<file path="src/rtl/mesh_route_pkg.sv">
package mesh_route_pkg;

    localparam int PORT_W = 3;

    typedef enum logic [PORT_W-1:0] {
        PORT_XNEG  = 3'd0,
        PORT_XPOS  = 3'd1,
        PORT_YNEG  = 3'd2,
        PORT_YPOS  = 3'd3,
        PORT_LOCAL = 3'd4
    } port_e;

endpackage

</file>
<file path="src/rtl/xy_route_calc.sv">
module xy_route_calc
    import mesh_route_pkg::*;
#(
    parameter int XW = 2,
    parameter int YW = 2
) (
    input  logic [XW-1:0] cur_x,
    input  logic [YW-1:0] cur_y,
    input  logic [XW-1:0] dst_x,
    input  logic [YW-1:0] dst_y,
    output port_e         port
);
    // X is resolved before Y; the local port is chosen only on an exact match.
    always_comb begin
        if (dst_x < cur_x)      port = PORT_XNEG;
        else if (dst_x > cur_x) port = PORT_XPOS;
        else if (dst_y < cur_y) port = PORT_YNEG;
        else if (dst_y > cur_y) port = PORT_YPOS;
        else                    port = PORT_LOCAL;
    end
endmodule

</file>
<file path="src/rtl/class_vc_map.sv">
module class_vc_map #(
    parameter int NUM_CLASSES = 5,
    parameter int NUM_VC      = 5,
    parameter int CLS_W       = 3
) (
    input  logic [CLS_W-1:0]  cls,
    output logic [NUM_VC-1:0] vc_mask,
    output logic              cls_err
);
    localparam logic [CLS_W:0] CLS_LIMIT = (CLS_W+1)'(NUM_CLASSES);

    // Each class owns the virtual channel with the same index.
    for (genvar v = 0; v < NUM_VC; v++) begin : g_vc
        if (v < NUM_CLASSES) begin : g_used
            assign vc_mask[v] = (cls == CLS_W'(v));
        end else begin : g_spare
            assign vc_mask[v] = 1'b0;
        end
    end

    assign cls_err = ({1'b0, cls} >= CLS_LIMIT);
endmodule

</file>
<file path="src/rtl/mesh_route_stage.sv">
module mesh_route_stage
    import mesh_route_pkg::*;
#(
    parameter int MESH_X      = 4,
    parameter int MESH_Y      = 4,
    parameter int NUM_CLASSES = 5,
    parameter int NUM_VC      = 5,
    parameter int CLS_W       = 3
) (
    input  logic                       clk,
    input  logic                       rst_n,
    input  logic [$clog2(MESH_X)-1:0]  here_x,
    input  logic [$clog2(MESH_Y)-1:0]  here_y,
    input  logic                       in_valid,
    output logic                       in_ready,
    input  logic [$clog2(MESH_X)-1:0]  in_dst_x,
    input  logic [$clog2(MESH_Y)-1:0]  in_dst_y,
    input  logic [CLS_W-1:0]           in_class,
    output logic                       out_valid,
    input  logic                       out_ready,
    output logic [PORT_W-1:0]          out_port,
    output logic [NUM_VC-1:0]          out_vc_mask,
    output logic                       out_class_err
);
    localparam int XW = $clog2(MESH_X);
    localparam int YW = $clog2(MESH_Y);

    typedef struct packed {
        logic              valid;
        logic [PORT_W-1:0] port;
        logic [NUM_VC-1:0] mask;
        logic              err;
    } result_t;

    result_t           res_d, res_q;
    port_e             calc_port;
    logic [NUM_VC-1:0] calc_mask;
    logic              calc_err;

    xy_route_calc #(.XW(XW), .YW(YW)) u_route (
        .cur_x (here_x),
        .cur_y (here_y),
        .dst_x (in_dst_x),
        .dst_y (in_dst_y),
        .port  (calc_port)
    );

    class_vc_map #(
        .NUM_CLASSES (NUM_CLASSES),
        .NUM_VC      (NUM_VC),
        .CLS_W       (CLS_W)
    ) u_map (
        .cls     (in_class),
        .vc_mask (calc_mask),
        .cls_err (calc_err)
    );

    assign in_ready = !res_q.valid || out_ready;

    always_comb begin
        res_d = res_q;
        if (in_ready) begin
            res_d.valid = in_valid;
            if (in_valid) begin
                res_d.port = calc_port;
                res_d.mask = calc_mask;
                res_d.err  = calc_err;
            end
        end
    end

    always_ff @(posedge clk or negedge rst_n) begin
        if (!rst_n) res_q <= '0;
        else        res_q <= res_d;
    end

    assign out_valid     = res_q.valid;
    assign out_port      = res_q.port;
    assign out_vc_mask   = res_q.mask;
    assign out_class_err = res_q.err;
endmodule

</file>
<file path="config.mk">
export PLATFORM = sky130hd
export DESIGN_NAME = mesh_route_stage
export DESIGN_NICKNAME = d
export VERILOG_FILES = /design/src/rtl/mesh_route_pkg.sv /design/src/rtl/xy_route_calc.sv /design/src/rtl/class_vc_map.sv /design/src/rtl/mesh_route_stage.sv
export SDC_FILE = /design/constraint.sdc
export NUM_CORES = 1
export LEC_CHECK = 0
export ABC_AREA = 1
export BUFFER_PORTS_ARGS = -buffer_cell sky130_fd_sc_hd__buf_2
export CORE_MARGIN = 5
export CORE_UTILIZATION = 43
export CTS_BUF_LIST = sky130_fd_sc_hd__clkbuf_2 sky130_fd_sc_hd__clkbuf_4 sky130_fd_sc_hd__clkbuf_8
export CTS_CLUSTER_SIZE = 14
export DETAILED_ROUTE_END_ITERATION = 10
export PLACE_DENSITY_LB_ADDON = 0.15
export SYNTH_ARGS = -nofsm -noshare
export SYNTH_HDL_FRONTEND = slang
export SYNTH_SLANG_ARGS = --single-unit
</file>
<file path="constraint.sdc">
create_clock -name clk -period 0.83 [get_ports clk]
set_input_delay 0.083 -clock clk [delete_from_list [all_inputs] [get_ports clk]]
set_output_delay 0.083 -clock clk [all_outputs]
set_load 0.05 [all_outputs]
</file>
==> metrics.cfg, run 1 <==
[final_layout]
area_growth_pct=56.0
final_cell_area_sq_um=927
final_core_util=0.713
final_nets=125
diodes=0
nFillCells=119
final_layout_size_suffix_gt1_frac=0.486

[run_status]
violations=setup timing
status=finished, violations left

[global_routing]
grt.total_usage=0.150
grt_max_degree=11
grt_pass1_vias=551
antenna_found_initial=0
gr-total-overflow=0
grt_pass1_wl_um=2280

[clock_tree]
cts_buffers=3
clock_latency_ps=260
cts.sinks=10
path_clk_slew_ps=70
clockBufferDepth=2
cts_tree=yes
root_buffer=clkbuf_4
cts-htree-levels=1

[sta]
worst_clock_skew_ps=7.10
slew-limit-headroom=0.843
tns_ps=-2040
finalCriticalPeriod_ps=1030
setup_violations=21
fin_ws_ps=-197
slew_violations=0
fmax_mhz=974
rsz0062_at_grt=yes
finalCritPeriodShare=1.24
finalHoldViolCount=0
tightest_slew_ps=235

[worst_setup_path]
crit_chain=nand2_8 -> buf_8
critPathSlowestCell=dfrtp_2
worst-path-buf-inv=1
rrSetupSlack_ps=-160
max_stage_delay_ps=440
reg2reg_depth=5
path_max_fanout=3
cp-start-kind=register
arrival_ps=940
r2r-start=out_valid
worstSetupPathType=register to output port
crit_family=flip-flops
critical_path_required_ps=750
end_kind=output port
timing.rr.end=out_port[2]

[power]
ir_worst_vdd_mv=1.44
power_density_nw_per_um2=1740
p_leak_nw=0.511

[run]
cap_violations=0

[route]
dr.pass1.iters=3
route.vias.total=555
post_drt_wl_per_cell_um=11.5
final_antenna_net_count=0
wl_um=1380
viasPerCell=4.63
drcViolationCount=0
drt_iter0_drc=3

[synthesis]
syn_nets=87
synthCells=68
syn_avg_cell_area_sq_um=8.74
ys_seq_elements=10
ys_seq_area_frac=0.421
syn_area_sq_um=594
yosysWarnings=0
ys_types=14

[die]
initial_core_util=0.457
die_area_sq_um=2230
rows=13
die_y_um=47.2
die_x_um=47.2
core_area_sq_um=1300
io_pins=26

[placed_design]
place_ws_ps=-196
dpl-instance-area_sq_um=728
place.gp.congestion=0.777
port_buffers=25
hpwl_um=882

[worst_hold_path]
min_to=out_class_err
min_path_type=input pin to register
min_from=in_class[2]
hold_path_depth=3

cell usage in the layout (no fill, tap or decap), drive strengths merged:
cell          n
buf          32
ha            4
clkbuf        4
dfrtp        10
o21ai         7
a21oi         2
nand3         7
dlygate4sd3   1
nor2          1
nand2        24
inv          13
logic make-up after synthesis:
family,share of synthesized area
AOI/OAI and AO/OA,0.107
adders and majority gates,0.0842
buffers and inverters,0.116
DFF,0.421
and+or+nand+nor,0.272
metrics by stage:
stage	total power [mW]	hold WS, ps	cells
floorplan	0.925	-213	68
global placement	1.03	-44.3	107
detailed placement	1.04	-45.7	107
CTS	1.60	98.8	117
global route	1.71	110	120
finish	1.61	92.4	120
how the worst max path moves through the flow:
| stage | endpoint | cells after the start | from | slack (ps) |
|---|---|---|---|---|
| floorplan | out_vc_mask[0] | 5 | out_valid | -310 |
| global placement | out_port[2] | 7 | here_x[1] | -190 |
| detailed placement | out_port[0] | 7 | here_x[1] | -200 |
| CTS | in_ready | 2 | out_valid | -210 |
| global route | in_ready | 2 | out_valid | -230 |
| finish | in_ready | 2 | out_valid | -200 |
tightest hold or removal path, stage by stage:
cell     delay, ps
buf_2          110
o21ai_0         70
o21ai_1         60
synth_stat cells:
cell type	count	area [sq um]
nand2_8	1	20.0
o21ai_0	2	10.0
buf_12	1	20.0
a21oi_1	2	10.0
o21ai_2	5	43.8
inv_1	12	45.0
ha_1	4	50.1
inv_2	1	3.75
nand2_1	19	71.3
nand3_1	7	35.0
nand2_2	2	12.5
nand2_4	1	11.3
nor2_4	1	11.3
dfrtp_1	10	250
where the power goes:
| group | total, mW | internal [mW] | leakage (nW) | switching (mW) |
|---|---|---|---|---|
| clock network | 0.427 | 0.266 | 0.0210 | 0.161 |
| registers | 0.576 | 0.535 | 0.130 | 0.0413 |
| logic | 0.611 | 0.240 | 0.360 | 0.371 |
registers in the layout, summed over array words and instances, names as in the netlist:
name	cells
out_port	3
out_class_err	1
out_valid	1
out_vc_mask	5
cell type report:
cell class	count	area [sq um]	area share
Inverter	13	48.8	0.0526
Tap cell	15	18.8	0.0202
Timing Repair Buffer	33	260	0.281
Multi-Input combinational cell	45	312	0.336
Clock buffer	4	36.3	0.0391
Sequential cell	10	251	0.271
repair_timing:
item / in CTS / in global routing
endpoints found under the hold margin: 10 / 0
hold buffers: 1 / 0
pin swaps: 1 / 0
gates cloned: 1 / 0
setup buffers: 4 / 3
gates resized for setup: 25 / 2
setup endpoints to repair: 20 / 21
layer usage:
metal	GRT usage	share of wire
met1	0.169	0.37
met4	0.0497	0.0080
met2	0.257	0.54
met3	0.0613	0.075
met5	0	0
(Power assumes the default switching activity.)
==> run 2: changes to the inputs <==
Settings changed: SKIP_LAST_GASP from default to 1.
==> run 2 against run 1 <==
  * The flow still finishes with violations (setup timing)
  * Power decreased by 0.72%
  * Worst setup slack got worse by 1.0 ps
  * Flip-flop and latch count is the same
  * Clock skew barely moved
  * Global-route usage decreased by 0.24 points
  * Cell area down 1.2%
  * Highest routed layer unchanged
==> metrics.cfg, run 2 (synthesized netlist as in run 1, its figures left out) <==
[run_status]
status=finished, violations left
violations=setup timing

[sta]
setup_violations=21
slew-limit-headroom=0.839
fin_ws_ps=-198
finalHoldViolCount=0
rsz0062_at_grt=yes
finalCriticalPeriod_ps=1030
tns_ps=-2040
fmax_mhz=973
slew_violations=0
finalCritPeriodShare=1.24
tightest_slew_ps=242
worst_clock_skew_ps=7.54

[clock_tree]
path_clk_slew_ps=70
cts.sinks=10
cts_buffers=3
clock_latency_ps=260
cts-htree-levels=1
cts_tree=yes
root_buffer=clkbuf_4
clockBufferDepth=2

[worst_hold_path]
hold_path_depth=3
min_path_type=input pin to register

[worst_setup_path]
path_depth=2
arrival_ps=940
max_stage_delay_ps=440
critPathSlowestCell=dfrtp_2
end_kind=output port
worst-path-buf-inv=1
reg2reg_depth=5
path_max_fanout=3
crit_family=flip-flops
critical_path_required_ps=750
worstSetupPathType=register to output port
cp-start-kind=register
crit_chain=nand2_8 -> buf_8

[placed_design]
dpl-instance-area_sq_um=728
place_inst=107
place.gp.congestion=0.777
port_buffers=25
hpwl_um=882

[global_routing]
grt.total_usage=0.148
gr-total-overflow=0
grt_pass1_wl_um=2240
antenna_found_initial=0
grt_max_degree=11
grt_pass1_vias=546

[final_layout]
final_common_cell=nand2_1
multi_input_comb_area_sq_um=304
nFillCells=121
mostFrequentLayoutCells=nand2_1, buf_2, inv_1, dfrtp_1, buf_6
area_growth_pct=54.1
final_cell_count_no_fill=120
largest_reg_flops=5
final_cell_area_sq_um=916
final_layout_size_suffix_gt1_frac=0.467
regArea_sq_um=251
final_nets=125
diodes=0

[die]
rows=13
initial_core_util=0.457
io_pins=26
core_area_sq_um=1300
die_area_sq_um=2230
die_y_um=47.2
die_x_um=47.2

[run]
cap_violations=0

[route]
dr.pass1.iters=4
route.vias.total=558
final_antenna_net_count=0
drt_iter0_drc=5
post_drt_wl_per_cell_um=11.0
viasPerCell=4.65
wl_um=1330
drcViolationCount=0

[power]
ir_worst_vdd_mv=1.46
p_leak_nw=0.509
power_density_nw_per_um2=1750

==> run 2: final timing paths <==
kind,startpoint,end,slack [ps]
setup reg to reg,out_valid,out_port[2],-160
hold reg to reg,out_vc_mask[1],out_vc_mask[1],510
min in group asynchronous,rst_n,out_vc_mask[2],200
hold / removal,in_class[2],out_class_err,90
setup / recovery,out_valid,in_ready,-200
max in group asynchronous,rst_n,out_valid,420
==> run 2: per-stage QoR <==
| stage | util | hold slack, ps | total power [mW] | setup slack (ps) |
|---|---|---|---|---|
| after CTS | 0.687 | 98.8 | 1.59 | -207 |
| after detailed placement | 0.560 | -45.7 | 1.04 | -196 |
| after floorplan | - | -213 | 0.925 | -314 |
| final | 0.704 | 88.6 | 1.60 | -198 |
| after global routing | 0.704 | 110 | 1.70 | -227 |
| after global placement | 0.560 | -44.3 | 1.03 | -187 |
==> run 2: worst reg2reg max path, stage by stage, from the launching register on <==
cell and delay (ps):
dfrtp_2 440, nand2_8 90, buf_4 150, nand2_8 80, nand2_1 70, nand2_1 50
==> run 2: metal layers <==
metal	share of wire	track usage
met1	0.40	0.169
met2	0.51	0.249
met3	0.080	0.0613
met4	0.0075	0.0497
met5	0	0
==> run 2: what timing repair did <==
action	CTS	global route
gates cloned	1	0
setup endpoints to repair	20	21
endpoints found under the hold margin	10	0
buffers inserted	4	3
pin swaps	1	0
gates resized for setup	23	1
hold buffers	1	0
==> run 2: final cells by class <==
cell class / instances / share of cell area
inverter: 13 / 0.0533
sequential: 10 / 0.275
tap: 15 / 0.0205
clock buffer: 4 / 0.0396
timing repair buffer: 33 / 0.280
multi-input combinational: 45 / 0.332
==> run 2: power breakdown <==
| group | internal (mW) | leakage, nW | switching, mW | total, mW |
|---|---|---|---|---|
| clock | 0.266 | 0.0210 | 0.162 | 0.428 |
| combinational | 0.236 | 0.358 | 0.362 | 0.597 |
| sequential | 0.535 | 0.130 | 0.0416 | 0.576 |
==> run 3: changes to the inputs <==
Settings changed: SETUP_SLACK_MARGIN from default to 0.05.
==> run 3 against run 2 <==
  * The flow still finishes with violations (setup timing)
  * Cell area stayed put
  * Combinational power hardly changed
  * Utilization stayed put
  * Sequential share of layout area stayed put
  * Critical endpoint unchanged
  * Largest power group unchanged
==> metrics.cfg, run 3 (synthesized netlist as in run 1, its figures left out) <==
[run_status]
status=finished, violations left
violations=setup timing

[power]
ir_worst_vdd_mv=1.46
p_leak_nw=0.509
power_density_nw_per_um2=1750
power_mw=1.60

[sta]
tns_ps=-2040
fmax_mhz=973
slew-limit-headroom=0.839
finalCriticalPeriod_ps=1030
slew_violations=0
rsz0062_at_grt=yes
fin_ws_ps=-198
worst_clock_skew_ps=7.54
finalCritPeriodShare=1.24
setup_violations=21
finalHoldViolCount=0
tightest_slew_ps=242

[worst_hold_path]
min_from=in_class[2]
min_path_type=input pin to register
hold_path_depth=3
min_to=out_class_err

[worst_setup_path]
critical_path_required_ps=750
critPathSlowestCell=dfrtp_2
rrSetupSlack_ps=-160
path_max_fanout=3
cp-start-kind=register
arrival_ps=940
max_stage_delay_ps=440
timing.rr.end=out_port[2]
crit_chain=nand2_8 -> buf_8
reg2reg_depth=5
r2r-start=out_valid
end_kind=output port
worstSetupPathType=register to output port

[final_layout]
diodes=0
nFillCells=121
final_layout_size_suffix_gt1_frac=0.467
largest_reg_flops=5
mostFrequentLayoutCells=nand2_1, buf_2, inv_1, dfrtp_1, buf_6
final_nets=125
area_growth_pct=54.1
final_cell_count_no_fill=120
final_common_cell=nand2_1

[global_routing]
grt_pass1_vias=546
grt_max_degree=11
grt.total_usage=0.148
grt_pass1_wl_um=2240
antenna_found_initial=0
gr-total-overflow=0

[route]
drcViolationCount=0
drt_iter0_drc=5
viasPerCell=4.65
dr.pass1.iters=4
route.vias.total=558
final_antenna_net_count=0
wl_um=1330
post_drt_wl_per_cell_um=11.0

[clock_tree]
path_clk_slew_ps=70
cts-htree-levels=1
root_buffer=clkbuf_4
cts.sinks=10
clock_latency_ps=260
cts_buffers=3
clockBufferDepth=2
cts_tree=yes

[placed_design]
hpwl_um=882
place.gp.congestion=0.777
place_ws_ps=-196
place_inst=107
port_buffers=25

[die]
rows=13
die_area_sq_um=2230
core_area_sq_um=1300
die_x_um=47.2
initial_core_util=0.457
io_pins=26
die_y_um=47.2

[run]
cap_violations=0

==> run 3: cell counts in the layout (fill, tap and decap cells not counted) <==
No cell type changed its count.
==> run 3: where the power goes <==
group	leakage (nW)	switching, mW	internal [mW]
clock	0.0210	0.162	0.266
combinational	0.358	0.362	0.236
sequential	0.130	0.0416	0.535
==> run 3: worst max-delay path by stage <==
stage / from / end / depth (start not counted) / slack, ps
3_3_place_gp: here_x[1] / out_port[2] / 7 / -190
2_1_floorplan: out_valid / out_vc_mask[0] / 5 / -310
5_1_grt: out_valid / in_ready / 2 / -230
6_report: out_valid / in_ready / 2 / -200
4_1_cts: out_valid / in_ready / 2 / -210
3_5_place_dp: here_x[1] / out_port[0] / 7 / -200
==> run 3: cell type report <==
cell class / count / area, sq um / share of cell area
Multi-Input combinational cell: 45 / 304 / 0.332
Timing Repair Buffer: 33 / 256 / 0.280
Sequential cell: 10 / 251 / 0.275
Inverter: 13 / 48.8 / 0.0533
Clock buffer: 4 / 36.3 / 0.0396
Tap cell: 15 / 18.8 / 0.0205
==> run 3: critical path: cells and delay by family, from the launching register on <==
kind | cells | cell delay [ps]
flops | 1 | 440
simple gates | 1 | 90
buf+inv | 1 | 140
==> run 3: what timing repair did <==
action | in CTS | in global routing
setup buffers | 4 | 3
gates cloned | 1 | 0
hold buffers | 1 | 0
setup endpoints to repair | 21 | 21
resized for setup | 23 | 1
pin swaps | 1 | 0
hold endpoints to repair | 10 | 0
==> run 3: per-layer routing <==
layer  vias to the layer above  routed length (um)  global-route usage
met1                       249                 529               0.169
met3                         2                 106              0.0613
met4                         0                  10              0.0497
li1                        286                   -                   -
met2                        21                 678               0.249
met5                         -                   0                   0
==> run 3: through the flow <==
step	hold slack, ps	area [sq um]	utilization
6_report	88.6	916	0.704
5_1_grt	110	916	0.704
4_1_cts	98.8	893	0.687
3_5_place_dp	-45.7	728	0.560
3_3_place_gp	-44.3	728	0.560
2_1_floorplan	-213	604	-
